$ cat src/rtl/irx_pkg.sv
package irx_pkg;
    typedef enum logic [1:0] {
        KIND_ADDR  = 2'd0,
        KIND_DATA  = 2'd1,
        KIND_GCALL = 2'd2,
        KIND_START = 2'd3
    } byte_kind_t;

    typedef enum logic [1:0] {
        ST_IDLE    = 2'd0,
        ST_HOLD    = 2'd1,
        ST_RELEASE = 2'd2
    } irx_state_t;

    localparam logic [2:0] A_DATA = 3'd0;
    localparam logic [2:0] A_CTRL = 3'd1;
    localparam logic [2:0] A_STAT = 3'd2;
    localparam logic [2:0] A_THR  = 3'd3;
    localparam logic [2:0] A_REM  = 3'd4;
endpackage

$ cat src/rtl/irx_fifo.sv
module irx_fifo #(
    parameter int W     = 8,
    parameter int DEPTH = 8,
    localparam int PW   = $clog2(DEPTH),
    localparam int CW   = PW + 1
) (
    input  logic          clk,
    input  logic          rst_n,
    input  logic          push,
    input  logic [W-1:0]  pdata,
    input  logic          pop,
    output logic [W-1:0]  head,
    output logic [CW-1:0] count,
    output logic          empty,
    output logic          full
);
    logic [W-1:0]  mem [DEPTH];
    logic [PW-1:0] wptr, rptr;

    always_ff @(posedge clk or negedge rst_n) begin
        if (!rst_n) begin
            wptr  <= '0;
            rptr  <= '0;
            count <= '0;
        end else begin
            if (push && !full) wptr <= wptr + 1'b1;
            if (pop && !empty) rptr <= rptr + 1'b1;
            unique case ({push && !full, pop && !empty})
                2'b10:   count <= count + 1'b1;
                2'b01:   count <= count - 1'b1;
                default: count <= count;
            endcase
        end
    end

    always_ff @(posedge clk) begin
        if (push && !full) mem[wptr] <= pdata;
    end

    assign head  = mem[rptr];
    assign empty = (count == '0);
    assign full  = (count == CW'(DEPTH));

    p_count_bound_r7: assert property (@(posedge clk) disable iff (!rst_n)
        count <= CW'(DEPTH));
    p_no_overflow_r7: assert property (@(posedge clk) disable iff (!rst_n)
        full |-> !push);
    p_no_underflow_r7: assert property (@(posedge clk) disable iff (!rst_n)
        empty |-> !pop);
endmodule

$ cat src/rtl/irx_fsm.sv
module irx_fsm
    import irx_pkg::*;
(
    input  logic clk,
    input  logic rst_n,
    input  logic hold_byte,
    input  logic flag_clr,
    output logic flag,
    output logic scl_hold
);
    irx_state_t state, nxt;

    always_comb begin
        nxt = state;
        unique case (state)
            ST_IDLE:    if (hold_byte) nxt = ST_HOLD;
            ST_HOLD:    if (flag_clr)  nxt = ST_RELEASE;
            ST_RELEASE: nxt = hold_byte ? ST_HOLD : ST_IDLE;
            default:    nxt = ST_IDLE;
        endcase
    end

    always_ff @(posedge clk or negedge rst_n) begin
        if (!rst_n) state <= ST_IDLE;
        else        state <= nxt;
    end

    always_comb begin
        flag     = (state == ST_HOLD);
        scl_hold = (state != ST_IDLE);
    end

    p_hold_covers_flag_r4: assert property (@(posedge clk) disable iff (!rst_n)
        flag |-> scl_hold);
    p_release_late_r4: assert property (@(posedge clk) disable iff (!rst_n)
        $fell(flag) |-> scl_hold);
    p_no_byte_while_held_r2: assert property (@(posedge clk) disable iff (!rst_n)
        flag |-> !hold_byte);
endmodule

$ cat src/rtl/i2c_irx_path.sv
module i2c_irx_path
    import irx_pkg::*;
#(
    parameter int DEPTH = 8,
    parameter int REM_W = 8,
    localparam int CW   = $clog2(DEPTH) + 1
) (
    input  logic       clk,
    input  logic       rst_n,
    input  logic       byte_done,
    input  logic [1:0] byte_kind,
    input  logic [7:0] byte_data,
    input  logic       is_master,
    input  logic       tx_pop,
    input  logic       reg_wr,
    input  logic       reg_rd,
    input  logic [2:0] reg_addr,
    input  logic [7:0] reg_wdata,
    output logic [7:0] reg_rdata,
    output logic       irq_flag,
    output logic       scl_hold,
    output logic       nack_next,
    output logic [7:0] tx_data,
    output logic       tx_dma_req,
    output logic       rx_dma_req
);
    logic             irx_en, held_unread, ff_arm, underflow;
    logic [7:0]       held;
    logic [CW-1:0]    rx_thr, tx_thr, rx_cnt, tx_cnt;
    logic [REM_W-1:0] remain;
    logic [7:0]       rx_head;
    logic             rx_empty, rx_full, tx_empty, tx_full;

    logic is_data, hold_byte, rx_push, data_rd, rx_pop, tx_push, flag_clr, rem_load;
    assign is_data   = byte_done && (byte_kind == KIND_DATA);
    assign hold_byte = is_data && irx_en;
    assign rx_push   = is_data && !irx_en;
    assign data_rd   = reg_rd && (reg_addr == A_DATA);
    assign rx_pop    = data_rd && !irx_en && !ff_arm && !rx_empty;
    assign tx_push   = reg_wr && (reg_addr == A_DATA) && !tx_full;
    assign flag_clr  = reg_wr && (reg_addr == A_STAT) && reg_wdata[0];
    assign rem_load  = reg_wr && (reg_addr == A_REM) && is_master;

    irx_fsm u_fsm (
        .clk(clk), .rst_n(rst_n), .hold_byte(hold_byte), .flag_clr(flag_clr),
        .flag(irq_flag), .scl_hold(scl_hold)
    );

    irx_fifo #(.W(8), .DEPTH(DEPTH)) u_rxq (
        .clk(clk), .rst_n(rst_n), .push(rx_push), .pdata(byte_data), .pop(rx_pop),
        .head(rx_head), .count(rx_cnt), .empty(rx_empty), .full(rx_full)
    );

    irx_fifo #(.W(8), .DEPTH(DEPTH)) u_txq (
        .clk(clk), .rst_n(rst_n), .push(tx_push), .pdata(reg_wdata),
        .pop(tx_pop && !tx_empty),
        .head(tx_data), .count(tx_cnt), .empty(tx_empty), .full(tx_full)
    );

    always_ff @(posedge clk or negedge rst_n) begin
        if (!rst_n) begin
            irx_en      <= 1'b0;
            held        <= 8'h00;
            held_unread <= 1'b0;
            ff_arm      <= 1'b0;
            underflow   <= 1'b0;
            rx_thr      <= CW'(1);
            tx_thr      <= '0;
            remain      <= '0;
        end else begin
            if (hold_byte) begin
                held        <= byte_data;
                held_unread <= 1'b1;
            end else if (data_rd && irx_en) begin
                held_unread <= 1'b0;
            end
            if (reg_wr && reg_addr == A_CTRL) begin
                irx_en <= reg_wdata[0];
                if (irx_en && !reg_wdata[0] && held_unread) begin
                    ff_arm      <= 1'b1;
                    held_unread <= 1'b0;
                end
            end
            if (data_rd && !irx_en && ff_arm) ff_arm <= 1'b0;
            if (data_rd && !irx_en && !ff_arm && rx_empty) underflow <= 1'b1;
            else if (reg_wr && reg_addr == A_STAT && reg_wdata[1]) underflow <= 1'b0;
            if (reg_wr && reg_addr == A_THR) begin
                rx_thr <= CW'(reg_wdata[3:0]);
                tx_thr <= CW'(reg_wdata[7:4]);
            end
            if (rem_load)                     remain <= REM_W'(reg_wdata);
            else if (is_data && remain != '0) remain <= remain - 1'b1;
        end
    end

    always_comb begin
        unique case (reg_addr)
            A_DATA:  reg_rdata = irx_en ? held : (ff_arm ? 8'hFF : (rx_empty ? 8'h00 : rx_head));
            A_CTRL:  reg_rdata = {7'b0, irx_en};
            A_STAT:  reg_rdata = {6'b0, underflow, irq_flag};
            A_THR:   reg_rdata = {4'(tx_thr), 4'(rx_thr)};
            A_REM:   reg_rdata = 8'(remain);
            default: reg_rdata = 8'h00;
        endcase
    end

    assign nack_next  = is_master && (remain == REM_W'(1));
    assign tx_dma_req = (tx_cnt <= tx_thr);
    assign rx_dma_req = (rx_cnt >= rx_thr);

    p_bypass_fifo_r2: assert property (@(posedge clk) disable iff (!rst_n)
        hold_byte |=> $stable(rx_cnt));
    p_other_kinds_r5: assert property (@(posedge clk) disable iff (!rst_n)
        (byte_done && byte_kind != KIND_DATA) |=> !$rose(irq_flag));
    p_last_byte_r8: assert property (@(posedge clk) disable iff (!rst_n)
        (is_data && remain == REM_W'(1) && !rem_load) |=> (remain == '0));
    p_arm_once_r6: assert property (@(posedge clk) disable iff (!rst_n)
        (data_rd && !irx_en && ff_arm) |=> !ff_arm);
endmodule

$ cat config.mk
export PLATFORM = sky130hd
export DESIGN_NAME = i2c_irx_path
export DESIGN_NICKNAME = d
export VERILOG_FILES = /design/src/rtl/irx_pkg.sv /design/src/rtl/irx_fifo.sv /design/src/rtl/irx_fsm.sv /design/src/rtl/i2c_irx_path.sv
export SDC_FILE = /design/constraint.sdc
export NUM_CORES = 1
export LEC_CHECK = 0
export BUFFER_PORTS_ARGS = -buffer_cell sky130_fd_sc_hd__buf_2
export CAP_MARGIN = 20
export CORE_ASPECT_RATIO = 1.5
export CORE_MARGIN = 4
export CORE_UTILIZATION = 61
export CTS_CLUSTER_SIZE = 28
export DETAILED_ROUTE_END_ITERATION = 10
export PLACE_DENSITY = 0.8
export SETUP_SLACK_MARGIN = 0.15
export SLEW_MARGIN = 40
export SYNTH_ARGS = -nofsm -noshare
export SYNTH_HDL_FRONTEND = slang
export SYNTH_SLANG_ARGS = --single-unit
$ cat constraint.sdc
create_clock -name clk -period 3.29 [get_ports clk]
set_input_delay 0.987 -clock clk [delete_from_list [all_inputs] [get_ports clk]]
set_output_delay 0.987 -clock clk [all_outputs]
set_load 0.05 [all_outputs]
==> metrics.txt <==
status completed; largest net degree at the start of global routing 31; Setup Viol. Count Final 0; Seq/Total Area, Yosys 0.6382; DR pass1 iterations 5; Global Route met2 Usage 0.4433; drt total wl around 16000 µm; root buffer cell clkbuf_16; DIE HEIGHT 148.1 µm; Finished Layout Cells 770; antenna violations before repair 0; Final Max Tran Viols 0; GR Layer Usage met1 0.2561; syn avg cell area approximately 15 µm²; setup slack after layout 0.08887 ns; pre-CTS WS -0.009181 ns; Synth Register Bits 178; post-synthesis mux area share 0.1349; ys flop type edfxtp_1; Placed Instances 737; Inserted Diodes 0; vias in the first global route 5232; max frequency 0.3124 GHz; max_cap viols 0; post-detail-place hpwl 11600 µm; first-pass GRT wire length approximately 27000 µm; Hold Path Class reg -> reg; period utilisation layout 0.9730; Antenna Nets Post-Route 0; Core Rows 50; Syn. warnings 0; Sink Count 178; total global-route track usage 0.2377; Syn Inst Count 529; Worst VDD drop around 480 µV; Worst-Skew Late Latency approximately 0.43 ns; most used routing layer in global routing met2; # DRC 0; Max FO, Critical Path 8; total grt overflow 0; area grow syn2layout 15.70%; fin util 0.7311; Setup Skew ~0.016 ns; unrepaired setup endpoints after global routing true; CTS tree built; library cells used by synthesis 63; Buffers on Ports 48; main combinational cell family by area after synthesis multiplexers; DRC marker count from the first detailed-route iteration ~230; GPL Wtd Cong around 0.87; Startpoint Class flip-flop; CP required between 2 and 2.5 ns; # IOs around 50; Synth Area in Adders 0.03385; Vias per Instance approximately 6.1; CP endpoint kind output pin; layout cell share with drive strength beyond 1 0.3192; post-synthesis simple-gate area fraction 0.08305; Final min period approximately 3.2 ns; clk buf depth 2; CTS Buf Count 17; final hold vios 0; Post-layout nets 650; leakage roughly 3.4 nW; Clk pin slew, worst setup/hold paths 0.07 ns; share of flip-flops with an asynchronous set or reset 0.2809; Synth Area in XOR/XNOR 0.01865; Die ar. ~15000 µm²; EDFF count, synth about 130; critical path class reg -> out; WL/cell approximately 21 µm; GRT met3 Usage 0.04927; CP arrival 2.21 ns; Slew headroom 0.5268; Tightest Pin Transition between 0.7 and 0.8 ns; die span in x 101.4 µm; CTS HTree Levels 4; CORE AREA 12640 µm²; reg2reg setup slack 0.61 ns; Compound-Gate Fraction of Synth Area 0.06518; Vias 4687; initial core utilization 0.6319; Power Density 809.2 nW/µm²; synthesized area between 7000 and 8000 µm²; Post-Syn Nets between 500 and 600
-- cell usage in the layout (no fill, tap or decap), drive strengths merged, types with 8 or more instances in the layout --
cell type  instances
ha                20
clkbuf            18
mux4              24
dfrtp             49
or2               10
edfxtp           128
nor3              12
buf               77
a22oi             11
nand2             30
o21ai             30
nor2              14
inv               28
mux2              29
mux2i             21
xnor2             10
a31oi              8
-- cell usage after synthesis, types with 4 or more instances --
cell type / n / area, µm²
o21ai_0: 21 / 105.1
nand2_1: 30 / 112.6
nor3_1: 11 / 55.05
dfrtp_1: 49 / 1226
or3_1: 5 / 31.28
mux4_2: 24 / 540.5
a31oi_1: 8 / 50.05
nand3_1: 6 / 30.03
buf_2: 8 / 40.04
or2_0: 6 / 37.54
ha_1: 20 / 250.2
and3b_1: 4 / 35.03
nand2b_1: 7 / 43.79
edfxtp_1: 128 / 3844
mux2i_1: 21 / 210.2
inv_1: 18 / 67.56
mux2_2: 29 / 326.6
xnor2_1: 10 / 87.58
a21oi_1: 7 / 35.03
nor3b_1: 5 / 37.54
xor2_1: 7 / 61.31
nor2_1: 14 / 52.55
a22oi_1: 11 / 82.58
o21ai_1: 9 / 45.04
nor2b_1: 4 / 25.02
clkbuf_1: 8 / 30.03
-- path summary, 6_finish.rpt --
path                            cells past startpoint           start              to
worst min register to register                      1     held_unread     held_unread
min in group asynchronous                           1           rst_n  u_rxq.count[1]
worst min-delay path                                1     held_unread     held_unread
max in group asynchronous                           2           rst_n       rx_thr[0]
worst max-delay path                                5   u_rxq.rptr[0]    reg_rdata[6]
worst max register to register                     11  u_rxq.count[1]  u_rxq.count[2]
-- worst max-delay path, cell delays in order (launching register included) --
cell and delay [ns]:
dfrtp_2 0.53, mux4_2 0.54, or2_0 0.22, a31oi_1 0.22, o21ai_2 0.10, buf_6 0.17
-- kinds of logic (layout without fill, tap and decap cells) --
family | Yosys count | in the layout
buf+inv | 44 | 129
flops | 178 | 178
xor+xnor | 17 | 17
fa+ha+maj | 21 | 21
mux | 74 | 74
compound gates | 78 | 78
simple gates | 117 | 117
-- flip-flops by register name (all words and copies together), names as in the netlist, 2 cells and up --
signal	count
u_rxq.wptr	3
held	8
rx_thr	4
u_txq.mem	64
u_fsm.state	2
u_txq.rptr	3
u_txq.count	4
u_rxq.count	4
u_txq.wptr	3
tx_thr	4
u_rxq.rptr	3
u_rxq.mem	64
remain	8
-- layer usage --
metal,vias up,routed length (µm),part of all wire
met4,0,431,0.026
met2,143,9664,0.59
met3,35,683,0.041
met1,2345,5679,0.35
met5,-,0,0
li1,2164,-,-
-- where the power goes --
group / total [mW] / internal, mW / switching [mW]
registers: 3.09 / 2.68 / 0.408
clock network: 2.00 / 1.08 / 0.913
logic: 2.39 / 1.04 / 1.35
-- area by class of cell --
type | count | area (µm²)
Multi-Input combinational cell | 307 | 2760
Clock inverter | 14 | 161.4
Inverter | 20 | 75.07
Timing Repair Buffer | 77 | 513.0
Clock buffer | 18 | 429.2
Sequential cell | 178 | 5105
Fill cell | 799 | 3398
Tap cell | 156 | 195.2
-- repair_timing --
action / in CTS / in global routing
setup endpoints to repair: 16 / 10
gates resized for setup: 26 / 8
buffers inserted: 1 / 0
cloned: 0 / 0
hold buffers: 0 / 0
pin swaps: 4 / 4
-- through the flow --
step	setup TNS (ns)	hold WS, ns	power (mW)	cell area (µm²)
3_3_place_gp	-0.02404	0.4714	5.322	8527
4_1_cts	0	0.4947	7.496	9210
3_5_place_dp	-0.009181	0.4733	5.434	8527
2_1_floorplan	0	0.4486	4.893	8015
6_report	0	0.4997	7.476	9239
5_1_grt	0	0.5275	7.867	9239
Power figures use the tool's default switching activity.
